$ cat src/rtl/conv_seq_pkg.sv
// Shared types for the converter command sequencer.
// Assumes: command codes are fixed by the host software interface.
package conv_seq_pkg;

    typedef enum logic [2:0] {
        CMD_SLEEP = 3'b000,
        CMD_CAL   = 3'b001,
        CMD_ZERO  = 3'b010,
        CMD_IDLE  = 3'b011,
        CMD_START = 3'b100
    } cmd_e;

    typedef enum logic [2:0] {
        ST_SLEEP,
        ST_IDLE,
        ST_CAL,
        ST_ZERO,
        ST_ARMED,
        ST_ACQ,
        ST_CONV
    } seq_state_e;

    function automatic int unsigned max2(input int unsigned a, input int unsigned b);
        return (a > b) ? a : b;
    endfunction

endpackage

$ cat src/rtl/conv_sync_rise.sv
// Synchronizes the sync pad input and flags its rising edge for one cycle.
// Assumes: STAGES >= 2; the pad is asynchronous to clk.
module conv_sync_rise #(
    parameter int STAGES = 2
) (
    input  logic clk,
    input  logic rst_n,
    input  logic pin,
    output logic rise
);
    logic [STAGES:0] sh;

    // first flop of the synchronizer chain
    always_ff @(posedge clk) begin
        if (!rst_n) sh[0] <= 1'b0;
        else        sh[0] <= pin;
    end

    genvar g;
    generate
        for (g = 1; g <= STAGES; g++) begin : g_chain
            // remaining synchronizer and history flops
            always_ff @(posedge clk) begin
                if (!rst_n) sh[g] <= 1'b0;
                else        sh[g] <= sh[g-1];
            end
        end
    endgenerate

    assign rise = sh[STAGES-1] & ~sh[STAGES];

    AST_SYNC_RISE_SINGLE: assert property (@(posedge clk) disable iff (!rst_n)
        rise |=> !rise);

endmodule

$ cat src/rtl/conv_acq_lut.sv
// Maps the two-bit acquisition select onto a clock count.
// Assumes: every entry fits in CW bits.
module conv_acq_lut #(
    parameter int unsigned T0 = 9,
    parameter int unsigned T1 = 15,
    parameter int unsigned T2 = 47,
    parameter int unsigned T3 = 79,
    parameter int          CW = 7
) (
    input  logic [1:0]    sel,
    output logic [CW-1:0] cycles
);
    // pick the table entry
    always_comb begin
        case (sel)
            2'd0:    cycles = CW'(T0);
            2'd1:    cycles = CW'(T1);
            2'd2:    cycles = CW'(T2);
            default: cycles = CW'(T3);
        endcase
    end
endmodule

$ cat src/rtl/conv_phase_timer.sv
// Down-counter for one timed phase. A load of N makes `running` true for
// exactly N cycles; `term` marks the last of them.
// Assumes: load_val >= 1; load has priority over abort.
module conv_phase_timer #(
    parameter int CW = 13
) (
    input  logic          clk,
    input  logic          rst_n,
    input  logic          load,
    input  logic [CW-1:0] load_val,
    input  logic          abort,
    output logic          running,
    output logic          term
);
    logic [CW-1:0] cnt;

    // count the phase down, stopping at its terminal count
    always_ff @(posedge clk) begin
        if (!rst_n) begin
            cnt     <= '0;
            running <= 1'b0;
        end else if (load) begin
            cnt     <= load_val - CW'(1);
            running <= 1'b1;
        end else if (abort) begin
            running <= 1'b0;
        end else if (running) begin
            if (cnt == '0) running <= 1'b0;
            else           cnt     <= cnt - CW'(1);
        end
    end

    assign term = running && (cnt == '0);

    AST_TMR_COUNTDOWN: assert property (@(posedge clk) disable iff (!rst_n)
        (running && !load && !abort && cnt != '0) |=> (running && cnt == $past(cnt) - CW'(1)));
    AST_TMR_LOAD_RUNS: assert property (@(posedge clk) disable iff (!rst_n)
        load |=> running);

endmodule

$ cat src/rtl/conv_seq_ctrl.sv
// Command-driven sequencer of a sampling converter: decodes host commands,
// runs calibration / zeroing / acquisition / conversion phases, drives the
// active-low ready line and the bidirectional sync pad, captures results.
// Assumes: cfg_wr and rd_done are single-cycle strobes already aligned to clk.
module conv_seq_ctrl
    import conv_seq_pkg::*;
#(
    parameter int RES_W       = 13,
    parameter int ACQ_T0      = 9,
    parameter int ACQ_T1      = 15,
    parameter int ACQ_T2      = 47,
    parameter int ACQ_T3      = 79,
    parameter int CONV_CLKS   = 44,
    parameter int ZERO_CLKS   = 78,
    parameter int CAL_CLKS    = 4946,
    parameter int SYNC_STAGES = 2
) (
    input  logic             clk,
    input  logic             rst_n,
    input  logic             cfg_wr,
    input  logic [2:0]       cfg_cmd,
    input  logic             cfg_ext_sync,
    input  logic [1:0]       cfg_acq_sel,
    input  logic             rd_done,
    input  logic [RES_W-1:0] conv_result,
    input  logic             sync_in,
    output logic             sync_out,
    output logic             sync_oe,
    output logic             rdy_n,
    output logic [RES_W-1:0] result_q
    ,output logic            phase_done
);
    localparam int unsigned MAX_ACQ = max2(max2(ACQ_T0, ACQ_T1), max2(ACQ_T2, ACQ_T3));
    localparam int unsigned MAX_ALL = max2(max2(MAX_ACQ, CONV_CLKS), max2(ZERO_CLKS, CAL_CLKS));
    localparam int          CW      = $clog2(MAX_ALL + 1);

    seq_state_e       state, nxt_state;
    logic             rdy_q, nxt_rdy;
    logic             drv_q, nxt_drv;
    logic             ext_q;
    logic [1:0]       acq_q;
    logic             ld_res;
    logic             t_load, t_abort, t_run, t_term;
    logic [CW-1:0]    t_val, acq_len;
    logic             sync_rise;
    logic             busy, cmd_valid, cmd_ok;

    conv_sync_rise #(.STAGES(SYNC_STAGES)) u_rise (
        .clk(clk), .rst_n(rst_n), .pin(sync_in), .rise(sync_rise)
    );

    conv_acq_lut #(.T0(ACQ_T0), .T1(ACQ_T1), .T2(ACQ_T2), .T3(ACQ_T3), .CW(CW)) u_lut (
        .sel(acq_q), .cycles(acq_len)
    );

    conv_phase_timer #(.CW(CW)) u_tmr (
        .clk(clk), .rst_n(rst_n), .load(t_load), .load_val(t_val),
        .abort(t_abort), .running(t_run), .term(t_term)
    );

    // phases during which only the idle command is honoured
    assign busy      = (state == ST_CAL) || (state == ST_ZERO) ||
                       (state == ST_ACQ) || (state == ST_CONV);
    assign cmd_valid = (cfg_cmd <= 3'b100);
    assign cmd_ok    = cfg_wr && cmd_valid && (!busy || cfg_cmd == CMD_IDLE);

    // next-state, timer control and output decisions
    always_comb begin
        nxt_state = state;
        nxt_rdy   = rdy_q;
        nxt_drv   = drv_q;
        t_load    = 1'b0;
        t_abort   = 1'b0;
        t_val     = '0;
        ld_res    = 1'b0;
        if (cmd_ok) begin
            t_abort = 1'b1;
            nxt_drv = 1'b0;
            case (cmd_e'(cfg_cmd))
                CMD_SLEEP: begin nxt_state = ST_SLEEP; nxt_rdy = 1'b1; end
                CMD_CAL: begin
                    nxt_state = ST_CAL;  nxt_rdy = 1'b1;
                    t_load = 1'b1;       t_val = CW'(CAL_CLKS);
                end
                CMD_ZERO: begin
                    nxt_state = ST_ZERO; nxt_rdy = 1'b1;
                    t_load = 1'b1;       t_val = CW'(ZERO_CLKS);
                end
                CMD_IDLE:  begin nxt_state = ST_IDLE;  nxt_rdy = 1'b0; end
                default:   begin nxt_state = ST_ARMED; nxt_rdy = 1'b0; end
            endcase
        end else begin
            case (state)
                ST_CAL, ST_ZERO: begin
                    if (t_term) begin nxt_state = ST_IDLE; nxt_rdy = 1'b0; end
                end
                ST_ARMED: begin
                    if (ext_q) begin
                        if (sync_rise) begin
                            nxt_state = ST_CONV; nxt_rdy = 1'b1;
                            t_load = 1'b1;       t_val = CW'(CONV_CLKS);
                        end else if (rd_done) begin
                            nxt_rdy = 1'b1;
                        end
                    end else if (rd_done) begin
                        nxt_state = ST_ACQ; nxt_rdy = 1'b1;
                        t_load = 1'b1;      t_val = acq_len;
                    end
                end
                ST_ACQ: begin
                    if (t_term) begin
                        nxt_state = ST_CONV; nxt_drv = 1'b1;
                        t_load = 1'b1;       t_val = CW'(CONV_CLKS);
                    end
                end
                ST_CONV: begin
                    if (t_term) begin
                        nxt_state = ST_ARMED; nxt_rdy = 1'b0;
                        nxt_drv   = 1'b0;     ld_res  = 1'b1;
                    end
                end
                default: ;
            endcase
        end
    end

    // sequencer state and pad registers
    always_ff @(posedge clk) begin
        if (!rst_n) begin
            state <= ST_SLEEP;
            rdy_q <= 1'b1;
            drv_q <= 1'b0;
        end else begin
            state <= nxt_state;
            rdy_q <= nxt_rdy;
            drv_q <= nxt_drv;
        end
    end

    // mode bits latch with every accepted command
    always_ff @(posedge clk) begin
        if (!rst_n) begin
            ext_q <= 1'b1;
            acq_q <= 2'b00;
        end else if (cmd_ok) begin
            ext_q <= cfg_ext_sync;
            acq_q <= cfg_acq_sel;
        end
    end

    // result capture on conversion completion
    always_ff @(posedge clk) begin
        if (!rst_n)      result_q <= '0;
        else if (ld_res) result_q <= conv_result;
    end

    assign rdy_n      = rdy_q;
    assign sync_out   = drv_q;
    assign sync_oe    = ~ext_q;
    assign phase_done = t_term;

    AST_SLEEP_RDY_HIGH: assert property (@(posedge clk) disable iff (!rst_n)
        (cfg_wr && cfg_cmd == 3'b000 && !busy) |=> rdy_n);
    AST_IDLE_ABORTS: assert property (@(posedge clk) disable iff (!rst_n)
        (cfg_wr && cfg_cmd == 3'b011) |=> (!rdy_n && !sync_out));
    AST_INPUT_PAD_QUIET: assert property (@(posedge clk) disable iff (!rst_n)
        !sync_oe |-> !sync_out);
    AST_BUSY_IGNORES: assert property (@(posedge clk) disable iff (!rst_n)
        (cfg_wr && busy && cfg_cmd != 3'b011 && !t_term) |=> rdy_n);
    AST_RESULT_CAPTURE: assert property (@(posedge clk) disable iff (!rst_n)
        (state == ST_CONV && t_term && !cmd_ok) |=> (result_q == $past(conv_result)));
    AST_SYNC_FALL_WITH_RDY: assert property (@(posedge clk) disable iff (!rst_n)
        $fell(sync_out) |-> !rdy_n);

endmodule

$ cat config.mk
export PLATFORM = sky130hd
export DESIGN_NAME = conv_seq_ctrl
export DESIGN_NICKNAME = d
export VERILOG_FILES = /design/src/rtl/conv_seq_pkg.sv /design/src/rtl/conv_sync_rise.sv /design/src/rtl/conv_acq_lut.sv /design/src/rtl/conv_phase_timer.sv /design/src/rtl/conv_seq_ctrl.sv
export SDC_FILE = /design/constraint.sdc
export NUM_CORES = 1
export LEC_CHECK = 0
export ABC_CLOCK_PERIOD_IN_PS = 2730
export BUFFER_PORTS_ARGS = -buffer_cell sky130_fd_sc_hd__buf_4
export CORE_MARGIN = 3
export CORE_UTILIZATION = 38
export DETAILED_ROUTE_END_ITERATION = 10
export MAX_ROUTING_LAYER = met4
export PLACE_DENSITY = 0.62
export SYNTH_ARGS = -nofsm -noshare
export SYNTH_HDL_FRONTEND = slang
export SYNTH_SLANG_ARGS = --single-unit
$ cat constraint.sdc
create_clock -name clk -period 2.73 [get_ports clk]
set_input_delay 0.4095 -clock clk [delete_from_list [all_inputs] [get_ports clk]]
set_output_delay 0.4095 -clock clk [all_outputs]
set_load 0.01 [all_outputs]
==> run summary, run 1 <==
# DRC -> 0
Cts repair resizes -> 0
Die width -> 80.64 um
Filler cells -> 517
Leakage power -> 1.126 nW
Die extent in y -> 80.64 um
Status -> finished, final reports clean
Detailed Route WL -> 5.738 mm
Final setup violation count -> 0
Port-buffer cells -> 40
Post-synth ARST share -> 0%
Clock Skew -> 0.007649 ns
Largest net degree at the start of global routing -> 29
Worst Tran Pin Value -> 0.5156 ns
Synth area leaders -> dfxtp_1, nand2_1, a21oi_1
Slew Viols, Final -> 0
Hold WC Path Type -> in -> reg
First-pass GRT wire length -> 9.459 mm
Syn_nets -> 293
Area grow syn2layout -> 33.04%
PwrDens -> 546.0 nW/um2
Clock Tree Root -> clkbuf_8
Setup crit start -> state[0]
Number of diodes -> 0
Yosys reg bits -> 38
Cell count after synthesis -> 268
Routed len/inst -> 14.17 um
First drt pass iteration count -> 5
Critical Path RT -> 2.93 ns
Via count -> 2153
EDFF count, synth -> 0
Vias/cell -> 5.316
Final ANT Viol Nets -> 0
RD Place Congestion -> 0.9205
H-tree Lvls -> 2
Most frequent cells after synthesis -> nand2_1, dfxtp_1, a21oi_1
Cell variety after synth -> 59
CTS clock-pin slew for the worst setup and hold paths -> 0.08 ns
Fin. Hold Viols -> 0
Clock tree sinks -> 38
Synthesis warning total -> 0
Cell with the most instances after synthesis -> nand2_1
PnR Total Power -> 1.538 mW
Max Clk Rate -> 393.3 MHz
Drt first-iter violations -> 125
Launching element type of the critical path -> flop
Dpl ws -> -0.002088 ns
Clk Latency, worst-skew pair -> 0.29 ns
Setup CP Type -> reg -> reg
Initial antenna violation count -> 0
Register area -> 760.7 um2
Die Area -> 6503 um2
Final net count -> 359
Max-slew headroom -> 65.57%
Seq/Total Area, Yosys -> 35.93%
Ports -> 41
Layout cell share with drive strength beyond 1 -> 28.96%
Vias in the first global route -> 1967
Setup crit end kind -> flop
CP Max Fanout -> 8
CTS buffer count -> 5
Peak supply drop -> 0.3752 mV
Max Buffers Root-to-Sink -> 2
Fin crit share -> 93.13%
CTS tree -> built
Final worst slack -> 0.1876 ns
WP data arrival -> 2.75 ns
Multi-input logic area -> 1294 um2
MaxCap Viol Count -> 0
Total global routing track utilization -> 19.00%
Cts hold-fix bufs -> 0
Core Rows -> 26
Syn avg cell area -> 7.899 um2
Setup bufs post-CTS -> 0
HPWL Detailed -> 4.376 mm
Yosys top cell by area -> dfxtp_1
Synth Cell Area -> 2117 um2
RSZ-0062 raised after global routing -> no
Crit path time final -> 2.542 ns
R2R Setup Slk -> 0.19 ns
Fin Setup TNS -> 0 ns
Core ar. -> 5238 um2
Synth top area share -> 35.93%
Initial Util -> 40.42%
Top FF cell, synth -> dfxtp_1
RR Startpoint -> state[0]
Hold Crit Start -> sync_in
Overflow left after global routing -> 0
Layout Utilization -> 53.77%
==> placed cells by master (no fill, tap or decap), drive strengths merged, types with 7 or more instances in the layout <==
cell type	n
a21oi	31
buf	73
dfxtp	38
nand2	56
nand2b	8
nand3	8
nor2	18
nor3	7
o21ai	8
==> cells by family after synthesis <==
kind of cell | after synthesis | synth area share (%)
buf+inv | 19 | 3.959
fa+ha+maj | 1 | 0.5909
flops | 38 | 35.93
compound gates | 84 | 29.67
xor+xnor | 3 | 1.241
simple gates | 122 | 28.07
mux | 1 | 0.5319
==> final cells by class <==
cell class,instances,share of cell area [%]
well taps,70,3.110
clock buffers,6,2.932
multi-input cells,211,45.94
inverters,5,0.6664
flip-flops and latches,38,27.01
repair buffers,73,19.90
clock inverters,2,0.4442
==> path summary, 6_finish.rpt <==
path / to / depth (start not counted)
worst max-delay path: u_tmr.cnt[12] / 10
worst min-delay path: u_rise.sh[0] / 2
worst max register to register: u_tmr.cnt[12] / 10
worst min register to register: u_rise.sh[1] / 1
==> sequential cells by signal (all words and copies together) (netlist names) <==
signal,count
u_tmr.running,1
ext_q,1
rdy_n,1
acq_q,2
u_tmr.cnt,13
u_rise.sh,3
state,3
result_q,13
sync_out,1
==> per-stage QoR <==
step	hold slack (ns)	cell area, um2	instances
floorplan	0.4119	2117	268
global placement	0.4267	2700	397
detailed placement	0.4366	2700	397
CTS	0.3291	2795	405
global route	0.3459	2816	405
finish	0.3318	2816	405
==> metal layers <==
metal  GRT usage [%]  wire length, um  up-vias
li1                -                -     1111
met1           26.01             2724     1000
met2           29.30             2697       40
met3           3.139              286        2
met4           4.561               30        0
met5               -                0        -
==> critical path, stage by stage (launching register included) <==
cell,delay [ns]
dfxtp_1,0.33
and3_1,0.24
o311a_1,0.41
a21o_1,0.19
a21oi_1,0.20
ha_1,0.20
nand2_1,0.05
nor3_1,0.25
nand3_1,0.19
o211a_1,0.25
a211oi_1,0.16
==> power by group <==
part           switching (mW)  internal [mW]
sequential             0.0399          0.590
combinational           0.246          0.253
clock                   0.205          0.203
total                   0.491           1.05
Power figures use the tool's default switching activity.
==> run 2: changes to the inputs <==
- CORE_UTILIZATION: 38 -> 49
- PLACE_DENSITY: 0.62 -> 0.76
==> run summary, run 2 (synthesis gave the netlist of run 1 again) <==
RD Place Congestion -> 0.9000 (was 0.9205)
Detailed Route WL -> 5.968 mm (was 5.738 mm)
Port-buffer cells -> 40 (unchanged)
Part of the power in combinational logic -> 27.8% (was 32.5%)
Power share of the clock group -> 34.8% (was 26.6%)
Initial Util -> 51.81% (was 40.42%)
Die Area -> 5145 um2 (was 6503 um2)
Max-slew headroom -> 61.77% (was 65.57%)
Layout cell share with drive strength beyond 1 -> 26.93% (was 28.96%)
Final setup violation count -> 0 (unchanged)
Final net count -> 347 (was 359)
Fin. Hold Viols -> 0 (unchanged)
Vias/cell -> 5.946 (was 5.316)
First-pass GRT wire length -> 9.556 mm (was 9.459 mm)
Max Clk Rate -> 385.2 MHz (was 393.3 MHz)
Net Switching -> 0.4974 mW (was 0.4915 mW)
Internal power -> 1.200 mW (was 1.046 mW)
Most common cell after layout, fill and taps aside -> buf_4 (unchanged)
CTS clock-pin slew for the worst setup and hold paths -> 0.08 ns (about the same)
Die extent in y -> 71.73 um (was 80.64 um)
Initial antenna violation count -> 0 (unchanged)
Routed len/inst -> 16.00 um (was 14.17 um)
Critical Path RT -> 2.90 ns (was 2.93 ns)
Sw Share -> 29.31% (was 31.96%)
First drt pass iteration count -> 4 (was 5)
Vias in the first global route -> 2071 (was 1967)
Slew Viols, Final -> 0 (unchanged)
CTS tree -> built (unchanged)
Hold WC Path Type -> in -> reg (unchanged)
Filler cells -> 350 (was 517)
Drt first-iter violations -> 135 (was 125)
Ports -> 41 (unchanged)
Die width -> 71.73 um (was 80.64 um)
Cts hold-fix bufs -> 0 (unchanged)
Crit path time final -> 2.596 ns (was 2.542 ns)
Biggest regs -> result_q x13, u_tmr.cnt x13 (unchanged)
HPWL Detailed -> 4.243 mm (was 4.376 mm)
Status -> finished, final reports clean (unchanged)
Layout Utilization -> 67.15% (was 53.77%)
Clock Tree Root -> clkbuf_8 (unchanged)
Final worst slack -> 0.1341 ns (was 0.1876 ns)
Number of diodes -> 0 (unchanged)
WP data arrival -> 2.76 ns (was 2.75 ns)
Leakage power -> 1.091 nW (was 1.126 nW)
CP Max Fanout -> 4 (was 8)
Final ANT Viol Nets -> 0 (unchanged)
Clock tree sinks -> 38 (unchanged)
Most frequent cells in the layout -> buf_4, nand2_1, dfxtp_1 (unchanged)
H-tree Lvls -> 2 (unchanged)
MaxCap Viol Count -> 0 (unchanged)
R2R Setup Slk -> 0.13 ns (was 0.19 ns)
Core Rows -> 23 (was 26)
Dpl ws -> -0.002187 ns (was -0.002088 ns)
Fin Setup TNS -> 0 ns (unchanged)
Sequential Power Share -> 37.4% (was 41.0%)
Overflow left after global routing -> 0 (unchanged)
PwrDens -> 618.6 nW/um2 (was 546.0 nW/um2)
Total global routing track utilization -> 23.90% (was 19.00%)
Clk Latency, worst-skew pair -> 0.29 ns (about the same)
Core ar. -> 4086 um2 (was 5238 um2)
Setup crit end kind -> flop (unchanged)
Clock Skew -> 0.007456 ns (was 0.007649 ns)
Worst Tran Pin Value -> 0.5691 ns (was 0.5156 ns)
Peak supply drop -> 0.4711 mV (was 0.3752 mV)
CTS buffer count -> 5 (unchanged)
Max Buffers Root-to-Sink -> 2 (unchanged)
Launching element type of the critical path -> flop (unchanged)
Fin crit share -> 95.09% (was 93.13%)
# DRC -> 0 (unchanged)
Setup CP Type -> reg -> reg (unchanged)
Area grow syn2layout -> 29.61% (was 33.04%)
Largest net degree at the start of global routing -> 29 (unchanged)
Via count -> 2218 (was 2153)
## run 2: cell count changes in the layout (fill, tap and decap cells not counted), sizes merged
cell / before / now
buf: 73 / 61
bufinv: 0 / 2
clkinv: 1 / 0
clkinvlp: 1 / 0
## run 2: metal layers
metal	up-vias	GRT usage, %	wire length [um]	part of all wire, %
li1	1080	-	-	-
met4	0	7.098	98	1.6
met5	-	-	0	0
met2	62	40.00	3031	51
met1	1062	28.25	2517	42
met3	14	6.031	321	5.4
## run 2: worst paths after layout
check          startpoint      endpoint  cells after the start
max          u_tmr.cnt[5]  u_tmr.cnt[8]                     10
min               sync_in  u_rise.sh[0]                      2
max reg2reg  u_tmr.cnt[5]  u_tmr.cnt[8]                     10
min reg2reg   result_q[6]   result_q[6]                      2
## run 2: stage by stage
step	hold WS [ns]	instance area (um2)	std cells	total power, mW
4_1_cts	0.3315	2715	373	1.683
6_report	0.3334	2744	373	1.697
3_5_place_dp	0.4394	2572	365	1.088
2_1_floorplan	0.4119	2117	268	0.9342
3_3_place_gp	0.4145	2572	365	1.078
5_1_grt	0.3375	2744	373	1.773
## run 2: power by group through the flow
stage | logic, mW | registers (mW) | clock network, mW
6_report | 0.472 | 0.635 | 0.591
5_1_grt | 0.516 | 0.638 | 0.619
4_1_cts | 0.452 | 0.630 | 0.600
3_5_place_dp | 0.446 | 0.642 | 0
3_3_place_gp | 0.437 | 0.641 | 0
2_1_floorplan | 0.303 | 0.631 | 0
## run 2: final cells by class
class	count	area, um2	share of cell area, %
clock inverters	2	60.06	2.189
clock buffers	6	82.58	3.010
inverters	5	18.77	0.6840
well taps	50	62.56	2.280
repair buffers	61	457.9	16.69
flip-flops and latches	38	760.7	27.72
multi-input cells	211	1301	47.42
## run 2: what timing repair did
item / 4_1_cts / 5_1_grt
setup endpoints to repair: 0 / 4
buffers inserted: 0 / 0
gates resized for setup: 0 / 5
## run 2: worst max-delay path: stages, from the launching register on
cell,delay (ns)
dfxtp_1,0.35
nor4_1,0.36
and4_1,0.33
o211ai_4,0.13
a21oi_1,0.25
ha_1,0.24
nand2_1,0.08
nor3_2,0.21
and3_1,0.29
o2111a_1,0.21
nor3_1,0.04
==> run 3: changes to the inputs <==
- RECOVER_POWER: not set -> 100
==> run summary, run 3 (synthesis gave the netlist of run 1 again) <==
First-pass GRT wire length -> 9.556 mm (unchanged)
Final setup violation count -> 0 (unchanged)
CP cell instances -> nor4_4 > and4_1 > buf_4 > o211a_2 > nor4b_1 > and4_1 > a311oi_1 > a41o_1 (was nor4_1 > and4_1 > o211ai_4 > a21oi_1 > ha_1 > nand2_1 > nor3_2 > and3_1 > o2111a_1 > nor3_1)
Initial antenna violation count -> 0 (unchanged)
Net Switching -> 0.4952 mW (was 0.4974 mW)
Clock Skew -> 0.007200 ns (was 0.007456 ns)
Most common cell after layout, fill and taps aside -> nand2_1 (was buf_4)
CTS tree -> built (unchanged)
Area grow syn2layout -> 25.12% (was 29.61%)
Core Rows -> 23 (unchanged)
Largest net degree at the start of global routing -> 29 (unchanged)
WHS -> 0.3334 ns (about the same)
Fin crit share -> 95.96% (was 95.09%)
RD Place Congestion -> 0.9000 (unchanged)
Ports -> 41 (unchanged)
CP Max Fanout -> 10 (was 4)
Final net count -> 347 (unchanged)
Fin. Hold Viols -> 0 (unchanged)
Max Clk Rate -> 381.7 MHz (was 385.2 MHz)
Core ar. -> 4086 um2 (unchanged)
Launching element type of the critical path -> flop (unchanged)
Clock tree sinks -> 38 (unchanged)
Peak supply drop -> 0.4732 mV (was 0.4711 mV)
Design area -> 2649 um2 (was 2744 um2)
Final ANT Viol Nets -> 0 (unchanged)
Internal power -> 1.190 mW (was 1.200 mW)
Final worst slack -> 0.1104 ns (was 0.1341 ns)
Crit-path max cell delay -> 0.46 ns (was 0.36 ns)
# DRC -> 0 (unchanged)
Port-buffer cells -> 40 (unchanged)
First drt pass iteration count -> 5 (was 4)
Crit-path slowest cell -> dfxtp_1 (was nor4_1)
Die Area -> 5145 um2 (unchanged)
Critical Path RT -> 2.92 ns (was 2.90 ns)
Drt first-iter violations -> 136 (was 135)
Die width -> 71.73 um (unchanged)
Top delay family on crit path -> simple AND/OR/NAND/NOR gates (unchanged)
Setup crit end kind -> flop (unchanged)
Die extent in y -> 71.73 um (unchanged)
Clk Latency, worst-skew pair -> 0.29 ns (about the same)
Number of diodes -> 0 (unchanged)
Setup CP Type -> reg -> reg (unchanged)
PwrDens -> 636.2 nW/um2 (was 618.6 nW/um2)
Detailed Route WL -> 5.999 mm (was 5.968 mm)
H-tree Lvls -> 2 (unchanged)
Part of the power in combinational logic -> 27.2% (was 27.8%)
Leakage power -> 0.9956 nW (was 1.091 nW)
Cts hold-fix bufs -> 0 (unchanged)
Layout cell share with drive strength beyond 1 -> 19.50% (was 26.93%)
GR Util met3 -> 6.031% (unchanged)
Hold WC Path Type -> in -> reg (unchanged)
Total global routing track utilization -> 23.90% (unchanged)
CP dominant cell by count -> and4_1
Filler cells -> 377 (was 350)
Vias/cell -> 5.954 (was 5.946)
WP data arrival -> 2.81 ns (was 2.76 ns)
Most frequent cells in the layout -> nand2_1, buf_4, dfxtp_1 (was buf_4, nand2_1, dfxtp_1)
Met2 usage -> 40.00% (unchanged)
Gr busiest metal -> met2 (unchanged)
Slew Viols, Final -> 0 (unchanged)
HPWL Detailed -> 4.243 mm (unchanged)
Post-DP Area -> 2572 um2 (unchanged)
Fin Setup TNS -> 0 ns (unchanged)
Status -> finished, final reports clean (unchanged)
CTS clock-pin slew for the worst setup and hold paths -> 0.08 ns (about the same)
Routed len/inst -> 16.08 um (was 16.00 um)
Power share of the clock group -> 35.1% (was 34.8%)
Max Buffers Root-to-Sink -> 2 (unchanged)
Initial Util -> 51.81% (unchanged)
Biggest regs -> result_q x13, u_tmr.cnt x13 (unchanged)
Buffers & Inverters on Critical Path -> 1 (was 0)
Sw Share -> 29.38% (was 29.31%)
M1 GR Usage -> 28.25% (unchanged)
CTS buffer count -> 5 (unchanged)
Overflow left after global routing -> 0 (unchanged)
Worst Tran Pin Value -> 0.7397 ns (was 0.5691 ns)
Via count -> 2221 (was 2218)
MaxCap Viol Count -> 0 (unchanged)
Clock Tree Root -> clkbuf_8 (unchanged)
Placed Instances -> 365 (unchanged)
Vias in the first global route -> 2071 (unchanged)
PnR Total Power -> 1.685 mW (was 1.697 mW)
Non-Filler Instances -> 373 (unchanged)
Sequential Power Share -> 37.7% (was 37.4%)
Crit path time final -> 2.620 ns (was 2.596 ns)
Dpl ws -> -0.002187 ns (unchanged)
Layout Utilization -> 64.82% (was 67.15%)
Max-slew headroom -> 50.68% (was 61.77%)
run 3: cell count changes in the layout (fill, tap and decap cells not counted), sizes merged:
| cell | previous run | this run |
|---|---|---|
| buf | 61 | 39 |
| clkbuf | 6 | 28 |
run 3: what timing repair did:
item	in CTS	in global routing
buffers inserted	0	0
setup endpoints to repair	0	4
resized for setup	0	5
run 3: worst paths after layout:
kind                 from            end  slack, ns  depth (start not counted)
min reg2reg   result_q[9]    result_q[9]       0.45                          2
min               sync_in   u_rise.sh[0]       0.33                          2
max reg2reg  u_tmr.cnt[2]  u_tmr.cnt[11]       0.11                          8
max          u_tmr.cnt[2]  u_tmr.cnt[11]       0.11                          8
run 3: cell type report:
cell class	instances	area (um2)	area share, %
multi-input combinational	211	1289	48.65
sequential	38	760.7	28.72
timing repair buffer	61	375.4	14.17
clock buffer	6	82.58	3.118
tap	50	62.56	2.362
clock inverter	2	60.06	2.267
inverter	5	18.77	0.7085
run 3: worst reg2reg max path: cells and delay by family (launching register included):
family / cells / cell delay (ns)
compound gates: 3 / 0.70
buf+inv: 1 / 0.19
flops: 1 / 0.46
simple gates: 4 / 1.19
run 3: routing by layer:
layer,vias to the layer above,wire (um)
met2,68,3059
met4,0,88
met3,12,329
li1,1079,-
met1,1062,2522
met5,-,0
run 3: power by group through the flow:
stage,sequential (mW),combinational (mW),clock (mW)
2_1_floorplan,0.631,0.303,0
6_report,0.635,0.458,0.592
5_1_grt,0.638,0.503,0.619
4_1_cts,0.630,0.452,0.600
3_3_place_gp,0.641,0.437,0
3_5_place_dp,0.642,0.446,0
